### src/rtl/bp_pkg.sv
// Shared types for the shared-bus processor.
// Assumes the opcode field is three bits wide.
package bp_pkg;
    typedef enum logic [1:0] {ST_IDLE, ST_EX1, ST_EX2, ST_EX3} state_t;
    typedef enum logic [1:0] {SRC_REG, SRC_IMM, SRC_RES} src_t;
    localparam logic [2:0] OP_MV  = 3'b000;
    localparam logic [2:0] OP_MVI = 3'b001;
    localparam logic [2:0] OP_ADD = 3'b010;
    localparam logic [2:0] OP_SUB = 3'b011;
endpackage

### src/rtl/bp_regfile.sv
// Bank of general registers. Each register has its own load enable and
// captures the bus on the rising edge while that enable is high.
// Assumes the controller raises at most one enable at a time.
module bp_regfile #(
    parameter int W    = 16,
    parameter int NREG = 8
) (
    input  logic              clk,
    input  logic              rst_n,
    input  logic [NREG-1:0]   load_en,
    input  logic [W-1:0]      bus_in,
    output logic [NREG*W-1:0] q_flat
);
    for (genvar i = 0; i < NREG; i++) begin : g_reg
        logic [W-1:0] q;
        // Hold or capture the bus value for register i
        always_ff @(posedge clk) begin
            if (!rst_n)          q <= '0;
            else if (load_en[i]) q <= bus_in;
        end
        assign q_flat[i*W +: W] = q;
    end
endmodule

### src/rtl/bp_bus_mux.sv
// Shared-bus source selector. The sources are one general register, the
// sign-extended immediate from the instruction, or the result register.
// Assumes IMMW < W.
module bp_bus_mux
    import bp_pkg::*;
#(
    parameter int W    = 16,
    parameter int NREG = 8,
    parameter int IMMW = 10,
    localparam int RB  = $clog2(NREG)
) (
    input  src_t              src,
    input  logic [RB-1:0]     rsel,
    input  logic [NREG*W-1:0] q_flat,
    input  logic [W-1:0]      ir,
    input  logic [W-1:0]      res,
    output logic [W-1:0]      bus
);
    logic [W-1:0] imm_ext;
    assign imm_ext = {{(W-IMMW){ir[IMMW-1]}}, ir[IMMW-1:0]};

    // Drive the bus from the selected source
    always_comb begin
        case (src)
            SRC_REG: bus = q_flat[rsel*W +: W];
            SRC_IMM: bus = imm_ext;
            default: bus = res;
        endcase
    end
endmodule

### src/rtl/bp_arith.sv
// Operand register, adder/subtractor and result register. The operand
// register captures the bus; the result register captures operand +/- bus.
// Assumes arithmetic wraps modulo 2^W.
module bp_arith #(
    parameter int W = 16
) (
    input  logic         clk,
    input  logic         rst_n,
    input  logic         opnd_ld,
    input  logic         res_ld,
    input  logic         do_sub,
    input  logic [W-1:0] bus_in,
    output logic [W-1:0] res_q
);
    logic [W-1:0] opnd_q;
    logic [W-1:0] sum;

    assign sum = do_sub ? (opnd_q - bus_in) : (opnd_q + bus_in);

    // Capture the first operand from the bus
    always_ff @(posedge clk) begin
        if (!rst_n)       opnd_q <= '0;
        else if (opnd_ld) opnd_q <= bus_in;
    end

    // Capture the arithmetic result
    always_ff @(posedge clk) begin
        if (!rst_n)      res_q <= '0;
        else if (res_ld) res_q <= sum;
    end
endmodule

### src/rtl/bp_ctrl.sv
// Hard-wired sequencer with the instruction register. It loads the
// instruction while idle and run is high, then steps through up to three
// execute states. It decodes the bus source and the load enables from the
// state and the instruction fields.
// Assumes the opcode is the top three bits, followed by X and then Y.
module bp_ctrl
    import bp_pkg::*;
#(
    parameter int W    = 16,
    parameter int NREG = 8,
    localparam int RB  = $clog2(NREG)
) (
    input  logic            clk,
    input  logic            rst_n,
    input  logic            run,
    input  logic [W-1:0]    instr_in,
    output logic [W-1:0]    ir,
    output state_t          state,
    output src_t            src,
    output logic [RB-1:0]   rsel,
    output logic [NREG-1:0] load_en,
    output logic            opnd_ld,
    output logic            res_ld,
    output logic            do_sub,
    output logic            done
);
    localparam int OP_HI = W - 1;
    localparam int X_HI  = W - 4;
    localparam int Y_HI  = W - 4 - RB;

    state_t        nxt;
    logic [2:0]    opc;
    logic [RB-1:0] rx, ry;

    assign opc = ir[OP_HI -: 3];
    assign rx  = ir[X_HI -: RB];
    assign ry  = ir[Y_HI -: RB];

    // Capture a new instruction when idle and started
    always_ff @(posedge clk) begin
        if (!rst_n)                       ir <= '0;
        else if (state == ST_IDLE && run) ir <= instr_in;
    end

    // Advance the sequencer state
    always_ff @(posedge clk) begin
        if (!rst_n) state <= ST_IDLE;
        else        state <= nxt;
    end

    // Decode the next state and the datapath controls
    always_comb begin
        nxt     = state;
        src     = SRC_RES;
        rsel    = ry;
        load_en = '0;
        opnd_ld = 1'b0;
        res_ld  = 1'b0;
        do_sub  = 1'b0;
        done    = 1'b0;
        case (state)
            ST_IDLE: if (run) nxt = ST_EX1;
            ST_EX1: begin
                case (opc)
                    OP_MV: begin
                        src         = SRC_REG;
                        load_en[rx] = 1'b1;
                        done        = 1'b1;
                        nxt         = ST_IDLE;
                    end
                    OP_MVI: begin
                        src         = SRC_IMM;
                        load_en[rx] = 1'b1;
                        done        = 1'b1;
                        nxt         = ST_IDLE;
                    end
                    OP_ADD, OP_SUB: begin
                        src     = SRC_REG;
                        rsel    = rx;
                        opnd_ld = 1'b1;
                        nxt     = ST_EX2;
                    end
                    default: begin
                        done = 1'b1;
                        nxt  = ST_IDLE;
                    end
                endcase
            end
            ST_EX2: begin
                src    = SRC_REG;
                res_ld = 1'b1;
                do_sub = (opc == OP_SUB);
                nxt    = ST_EX3;
            end
            default: begin
                src         = SRC_RES;
                load_en[rx] = 1'b1;
                done        = 1'b1;
                nxt         = ST_IDLE;
            end
        endcase
    end
endmodule

### src/rtl/bus_proc16.sv
// Top level of the shared-bus multicycle processor. It joins the sequencer,
// the register bank, the bus selector and the arithmetic registers.
// Assumes one bus transfer per clock; the bus and the registers are exposed.
module bus_proc16
    import bp_pkg::*;
#(
    parameter int W    = 16,
    parameter int NREG = 8
) (
    input  logic              clk,
    input  logic              rst_n,
    input  logic              run,
    input  logic [W-1:0]      instr_in,
    output logic              done,
    output logic [W-1:0]      bus_out,
    output logic [NREG*W-1:0] regs_flat
);
    localparam int RB   = $clog2(NREG);
    localparam int IMMW = W - 3 - RB;

    logic [W-1:0]    ir;
    state_t          st;
    src_t            src;
    logic [RB-1:0]   rsel;
    logic [NREG-1:0] reg_en;
    logic            opnd_ld, res_ld, do_sub;
    logic [W-1:0]    res_q;

    bp_ctrl #(.W(W), .NREG(NREG)) u_ctrl (
        .clk(clk), .rst_n(rst_n), .run(run), .instr_in(instr_in),
        .ir(ir), .state(st), .src(src), .rsel(rsel), .load_en(reg_en),
        .opnd_ld(opnd_ld), .res_ld(res_ld), .do_sub(do_sub), .done(done)
    );

    bp_regfile #(.W(W), .NREG(NREG)) u_regs (
        .clk(clk), .rst_n(rst_n), .load_en(reg_en), .bus_in(bus_out),
        .q_flat(regs_flat)
    );

    bp_bus_mux #(.W(W), .NREG(NREG), .IMMW(IMMW)) u_mux (
        .src(src), .rsel(rsel), .q_flat(regs_flat), .ir(ir), .res(res_q),
        .bus(bus_out)
    );

    bp_arith #(.W(W)) u_arith (
        .clk(clk), .rst_n(rst_n), .opnd_ld(opnd_ld), .res_ld(res_ld),
        .do_sub(do_sub), .bus_in(bus_out), .res_q(res_q)
    );
endmodule

### config.mk
export PLATFORM = sky130hd
export DESIGN_NAME = bus_proc16
export DESIGN_NICKNAME = d
export VERILOG_FILES = /design/src/rtl/bp_pkg.sv /design/src/rtl/bp_regfile.sv /design/src/rtl/bp_bus_mux.sv /design/src/rtl/bp_arith.sv /design/src/rtl/bp_ctrl.sv /design/src/rtl/bus_proc16.sv
export SDC_FILE = /design/constraint.sdc
export NUM_CORES = 1
export LEC_CHECK = 0
export ABC_AREA = 1
export BUFFER_PORTS_ARGS = -buffer_cell sky130_fd_sc_hd__buf_2
export CORE_ASPECT_RATIO = 0.9
export CORE_MARGIN = 2
export CORE_UTILIZATION = 50
export DETAILED_ROUTE_END_ITERATION = 16
export GPL_TIMING_DRIVEN = 0
export PLACE_DENSITY = 0.72
export SYNTH_ARGS = -nofsm -noshare
export SYNTH_HDL_FRONTEND = slang
export SYNTH_SLANG_ARGS = --single-unit
### constraint.sdc
create_clock -name clk -period 8.1 [get_ports clk]
set_input_delay 1.215 -clock clk [delete_from_list [all_inputs] [get_ports clk]]
set_output_delay 1.215 -clock clk [all_outputs]
set_load 0.01 [all_outputs]
== Word-level counts from Yosys, hierarchy flattened ==
Cells that the tools add are included.
W data, S select, Z words.

* Multiplexer cells: 19
* Reduce and logical (&&, ||, !) cells: 9
* Add/subtract/negate cells: 2
* Shift operators: 1
* Equal/unequal tests: 7
* Magnitude comparators: 2

{| class="wikitable"
|+ Operator list
! operator !! number
|-
| $shiftx A128 B8 Y16 || 1
|-
| $pmux W16 S2 || 1
|-
| $add A16 B16 Y16 || 1
|-
| $mux W16 || 1
|-
| $pmux W8 S2 || 1
|-
| $sub A16 B16 Y16 || 1
|-
| $mux W8 || 1
|-
| $pmux W2 S2 || 2
|-
| $eq A3 B2 Y1 const B || 2
|-
| $mux W1 || 6
|-
| $mux W3 || 2
|-
| $pmux W2 S3 || 1
|-
| $reduce_or A2 Y1 || 3
|-
| $eq A2 B1 Y1 const B || 2
|-
| $logic_not A2 Y1 || 2
|-
| $lt A3 B4 Y1 const B || 1
|-
| $mux W2 || 2
|-
| $demux W1 S3 || 1
|-
| $eq A3 B1 Y1 const B || 1
|-
| $ge A3 B1 Y1 const B || 1
|-
| $logic_not A3 Y1 || 1
|-
| $reduce_or A3 Y1 || 1
|-
| $eq A2 B2 Y1 const B || 1
|-
| $logic_and A1 B1 Y1 || 2
|-
| other kinds (2) || 2
|}

* Flip-flop bits (word level): 178
* Output and inout port bits: 145
* Input port bits: 19
* Logic and storage cells: 52

== Depth between registers and ports, before layout ==
* Word-level depth: 8
* Gate-level depth with buffers: 36
* Depth with buffers taken out: 34

== Cells and area by module ==
Synthesis repeated with hierarchy kept, for this count alone.

* Cell total of the unflattened synthesis: 1721
* Area, all modules: 10227.3 sq um

{| class="wikitable"
|+ By module, submodules not included
! module !! area an instance (sq um) !! cells each !! sequential area each (sq um) !! times used
|-
| bp_regfile || 4818.4 || 694 || 2562.5 || 1
|-
| bp_arith || 2417.3 || 391 || 640.6 || 1
|-
| bp_bus_mux || 1928.1 || 458 || 0.0 || 1
|-
| bp_ctrl || 1063.5 || 178 || 360.3 || 1
|}

== Least setup slack after synthesis ==
Ideal clock, no wire load.

* Kind: register to register
* Start: reg u_ctrl.state[0]
* End: reg u_arith.res_q[13]
* Setup time: 0.127 ns
* Slack: 4.259 ns
* Path buffers: 2
* Period minus slack after synthesis: 3.841 ns
* Arrival time: 3.714 ns
* Data required time: 7.973 ns
* Stages on the path, launching flop included: 27
* Cell sequence: dfxtp_1 inv_2 nor2_4 nand2_4 o21ai_4 inv_4 buf_6 nand3_1 nand3_1 nand3_1 nand2_2 buf_2 ha_1 inv_1 nor2_1 nand2_1 nand2_1 xor2_1 ha_1 a21o_1 a31oi_1 o21ai_0 a21oi_1 o21bai_1 a21oi_1 xor2_1 a21oi_1

* Cells in the longest elaborated chain, start to end: 6
* Elaborated cells on any way between the ends: 13
* Classes of those cells: 2 x add/sub; 3 x eq/ne; 1 x shift; 6 x mux; 1 x reduce/logical

{| class="wikitable"
|+ RTL lines
! element !! line !! RTL
|-
| from (decl) || bp_ctrl.sv:18 || <nowiki>output state_t state,</nowiki>
|-
| from (signal assigned) || bp_ctrl.sv:48 || <nowiki>else state <= nxt;</nowiki>
|-
| $eq A2 B1 Y1 / $eq A2 B2 Y1 (equally long branches) || bp_ctrl.sv:61 || <nowiki>case (state)</nowiki>
|-
| $mux W3 / $pmux W2 S2 (equally long branches) || bp_ctrl.sv:61 ||
|-
| $shiftx A128 B8 Y16 (tied with other cells) || bp_bus_mux.sv:25 || <nowiki>SRC_REG: bus = q_flat[rsel*W +: W];</nowiki>
|-
| $pmux W16 S2 || bp_bus_mux.sv:24 || <nowiki>case (src)</nowiki>
|-
| $add A16 B16 Y16 / $sub A16 B16 Y16 (equally long branches) || bp_arith.sv:18 || <nowiki>assign sum = do_sub ? (opnd_q - bus_in) : (opnd_q + bus_in);</nowiki>
|-
| $mux W16 || bp_arith.sv:18 ||
|-
| to (signal assigned) || bp_arith.sv:29 || <nowiki>else if (res_ld) res_q <= sum;</nowiki>
|-
| to (decl) || bp_arith.sv:13 || <nowiki>output logic [W-1:0] res_q</nowiki>
|}

Several ways; a longest one is shown, not always the timed one.
A chain may end at the register's enable or synchronous reset.

== Worst setup path in the final report ==
Same ends and word-level chain as after synthesis.

==> results_dict.tcl <==
set metrics [dict create \
    tritoncts.num_buffers 17 \
    placement.cell_area_mm2 0.0107 \
    timing.critical_path.to_type "flop" \
    yosys.cell_types.count 42 \
    placed_cells_incl_taps 1834 \
    dominant_combinational_cell_family_by_area_after_synthesis "simple AND/OR/NAND/NOR gates" \
    detailedRoute.firstPassIterationCount 7 \
    synthesis.instances 1426 \
    async_reset_ff_frac 0 \
    ctsResizeCount 0 \
    slew_viol_final 0 \
    synthesis.nets 1463 \
    post_route_cells_drive_above_1_share 0.156 \
    syn_avg_cell_area_um2 6.69 \
    synth-simple-area-share 0.216 \
    max-clock-path-buffers 2 \
    fillerInstances 1842 \
    post-synth-top-count-cell "sky130_fd_sc_hd__inv_1" \
    final_period_minus_worst_setup_slack_ns 4.98 \
    postCtsHoldBufs 0 \
    worst_hold_path_cell_count 2 \
    synth_top_cell_area_share 0.374 \
    clock.fmax_mhz 201 \
    ys_seq_area_frac 0.374 \
    syn-cell-area_mm2 0.00954 \
    vias_per_cell 5.44 \
    final_hold_viol_count 0 \
    timing.clock.skew_ns 0.0145 \
    finish.net_count 1645 \
    post_layout_nonfiller_instances 1866 \
    critical-path-slowest-cell "sky130_fd_sc_hd__dfxtp_1" \
    detailedPlacementHpwl_um 26000 \
    r2r.worst_path.cells 27 \
    placementRows 47 \
    p_per_area_mw_per_mm2 211 \
    final_core_utilization 0.608 \
    fin_setup_tns_ns 0 \
    synth.ff_latch_count 178 \
    cts.root.buffer_cell "sky130_fd_sc_hd__clkbuf_16" \
    synth_compound_area_frac 0.195 \
    clock_sink_count 178 \
    clkTransAtPathRegs_ns 0.07 \
    worst-setup-path-type "reg -> reg" \
    run_status "complete, no violations" \
    timing.critical_path.arrival_ns 5.31 \
    timing.critical_path.depth 27 \
    antenna_found_initial 0 \
    synth_enable_flop_cells 0 \
    global_route_wire_length_before_repair_um 52400 \
    floorplan.die.width_um 150 \
    cts_tree "built" \
    design_power_total_uw 2380 \
    core_area_mm2 0.0185 \
    start_util 0.515 \
    synth_commonest_cells "sky130_fd_sc_hd__inv_1 (311), sky130_fd_sc_hd__nand2_1 (249), sky130_fd_sc_hd__dfxtp_1 (178)" \
    cpPeakStageDelay_ns 0.46 \
    portBuffers 163 \
    cts_post_setup_buffers_inserted 0 \
    finish.instance_area_mm2 0.0113 \
    critical_path_peak_fanout 10 \
    route.vias.total 10200 \
    synthesis.yosys.warnings 0 \
    wire_per_inst_um 19.0 \
    synth_mux_area_frac 0 \
    postRouteWirelength_um 35400 \
    maxCapViolCount 0 \
    detail_route.drc_violations 0 \
    cell_leakage_power_uw 0.00651 \
    worst_skew_pair.late_latency_ns 0.45 \
    grt_max_degree 17 \
    worst_ep_required_time_ns 8.43 \
    timing_worst_slew_pin_value_ns 0.974 \
    critPathTopFamily "simple AND/OR/NAND/NOR gates" \
    yosys_most_used_dff "sky130_fd_sc_hd__dfxtp_1" \
    final-setup-viol-count 0 \
    slew_headroom 0.350 \
    critPathLaunchType "flop" \
    share_of_the_synthesized_netlist_area_taken_by_xor_and_xnor_gates 0.0211 \
    drt-initial-drc-count 979 \
    post_synth_main_area_contributors "sky130_fd_sc_hd__dfxtp_1 (37%), sky130_fd_sc_hd__inv_1 (12%), sky130_fd_sc_hd__nand2_1 (9.8%), sky130_fd_sc_hd__o21ai_0 (7.0%), sky130_fd_sc_hd__nand3_1 (6.7%)" \
    synth_fa_ha_area_frac 0.0244 \
    pin_count 164 \
    h_tree_levels 4 \
    min_path_type "reg -> reg" \
    gr-total-overflow 0 \
    final_min_period_over_clock_period 0.615 \
    place.gp.congestion 0.974 \
    setup_repair_after_global_routing_missed_its_margin "false" \
    globalRouteTotalUtil 0.348 \
    drt.antenna.violating_nets 0 \
    die_height_um 135 \
    grt_pass1_vias 9005 \
    fp.dieArea_mm2 0.0202 \
    layout-area-overhead-vs-synth_pct 18.1 \
    path_buf_inv 5 \
    synth_top_area_cell "sky130_fd_sc_hd__dfxtp_1" \
    max-vdd-ir-drop_v 0.000161 \
]
metal layers:
layer  share of wire  vias to the layer above  global-route usage
li1                -                     4854                   -
met1            0.44                     4587               0.497
met2            0.41                      618               0.502
met3            0.11                      101              0.0855
met4           0.039                        0               0.141
met5               0                        -                   0
power breakdown:
| group | leakage (uW) | total [uW] | internal [uW] | switching (uW) |
|---|---|---|---|---|
| Combinational | 0.00478 | 586 | 188 | 398 |
| Sequential | 0.00144 | 919 | 901 | 18.2 |
| Clock | 0.000284 | 875 | 495 | 380 |
cells by family (layout without fill, tap and decap cells):
| kind of cell | Yosys count | in the layout |
|---|---|---|
| buffers and inverters | 406 | 600 |
| XOR/XNOR | 23 | 23 |
| AO/OA/AOI/OAI | 330 | 330 |
| flip-flops | 178 | 178 |
| adder cells (fa/ha/maj) | 18 | 18 |
| other | 0 | 1 |
| AND/OR/NAND/NOR | 471 | 471 |
cell type report:
type | count | area (um2) | share of cell area
clock buffer | 20 | 447 | 0.0397
buffer | 81 | 397 | 0.0352
sequential | 178 | 3560 | 0.316
multi-input combinational | 842 | 4360 | 0.387
antenna | 1 | 2.50 | 0.000222
inverter | 325 | 1220 | 0.109
timing repair buffer | 163 | 816 | 0.0724
clock inverter | 11 | 153 | 0.0136
tap | 245 | 307 | 0.0272
flip-flops by register name, indices dropped and copies added, names as in the netlist:
signal          count
u_arith.res_q      16
u_ctrl.state        2
u_regs.g.q        128
u_ctrl.ir          16
u_arith.opnd_q     16
per-stage QoR:
stage                     hold WS, ns  setup slack (ns)
after global placement          0.465              3.29
after CTS                       0.481              3.25
after global routing            0.501              2.85
after detailed placement        0.470              3.32
final                           0.474              3.12
after floorplan                 0.436              4.26
worst min-delay path, delay by kind of cell, from the launching register on:
kind                   cells  cell delay (ns)
DFF                        1             0.30
buffers and inverters      1             0.06
AOI/OAI and AO/OA          1             0.06
worst paths after layout:
check                                                    start                             end  slack [ns]
worst max-delay path              u_ctrl.state[0]$_SDFFE_PN0P_  u_arith.res_q[13]$_SDFFE_PN0N_        3.12
worst max register to register    u_ctrl.state[0]$_SDFFE_PN0P_  u_arith.res_q[13]$_SDFFE_PN0N_        3.12
worst min register to register  u_arith.res_q[14]$_SDFFE_PN0N_  u_arith.res_q[14]$_SDFFE_PN0N_        0.47
worst min-delay path            u_arith.res_q[14]$_SDFFE_PN0N_  u_arith.res_q[14]$_SDFFE_PN0N_        0.47
cell usage in the layout (no fill, tap or decap), drive strengths merged:
cell type and n:
o21ai 137, clkinvlp 3, bufinv 3, diode 1, fa 1, nand3 132
o21a 1, a22o 2, buf 197, o211ai 55, clkbuf 67, a21oi 117
a21o 3, nor2 72, ha 17, inv 323, or2 1, a211oi 3
o31ai 1, nand2 257, o2111ai 1, o221ai 1, nor3 4, clkinv 7
nor4 1, o21bai 4, o22ai 3, a31oi 2, xnor2 6, xor2 17
nand4 1, nand3b 3, dfxtp 178
Note: power is estimated with default switching activity, not from simulation.
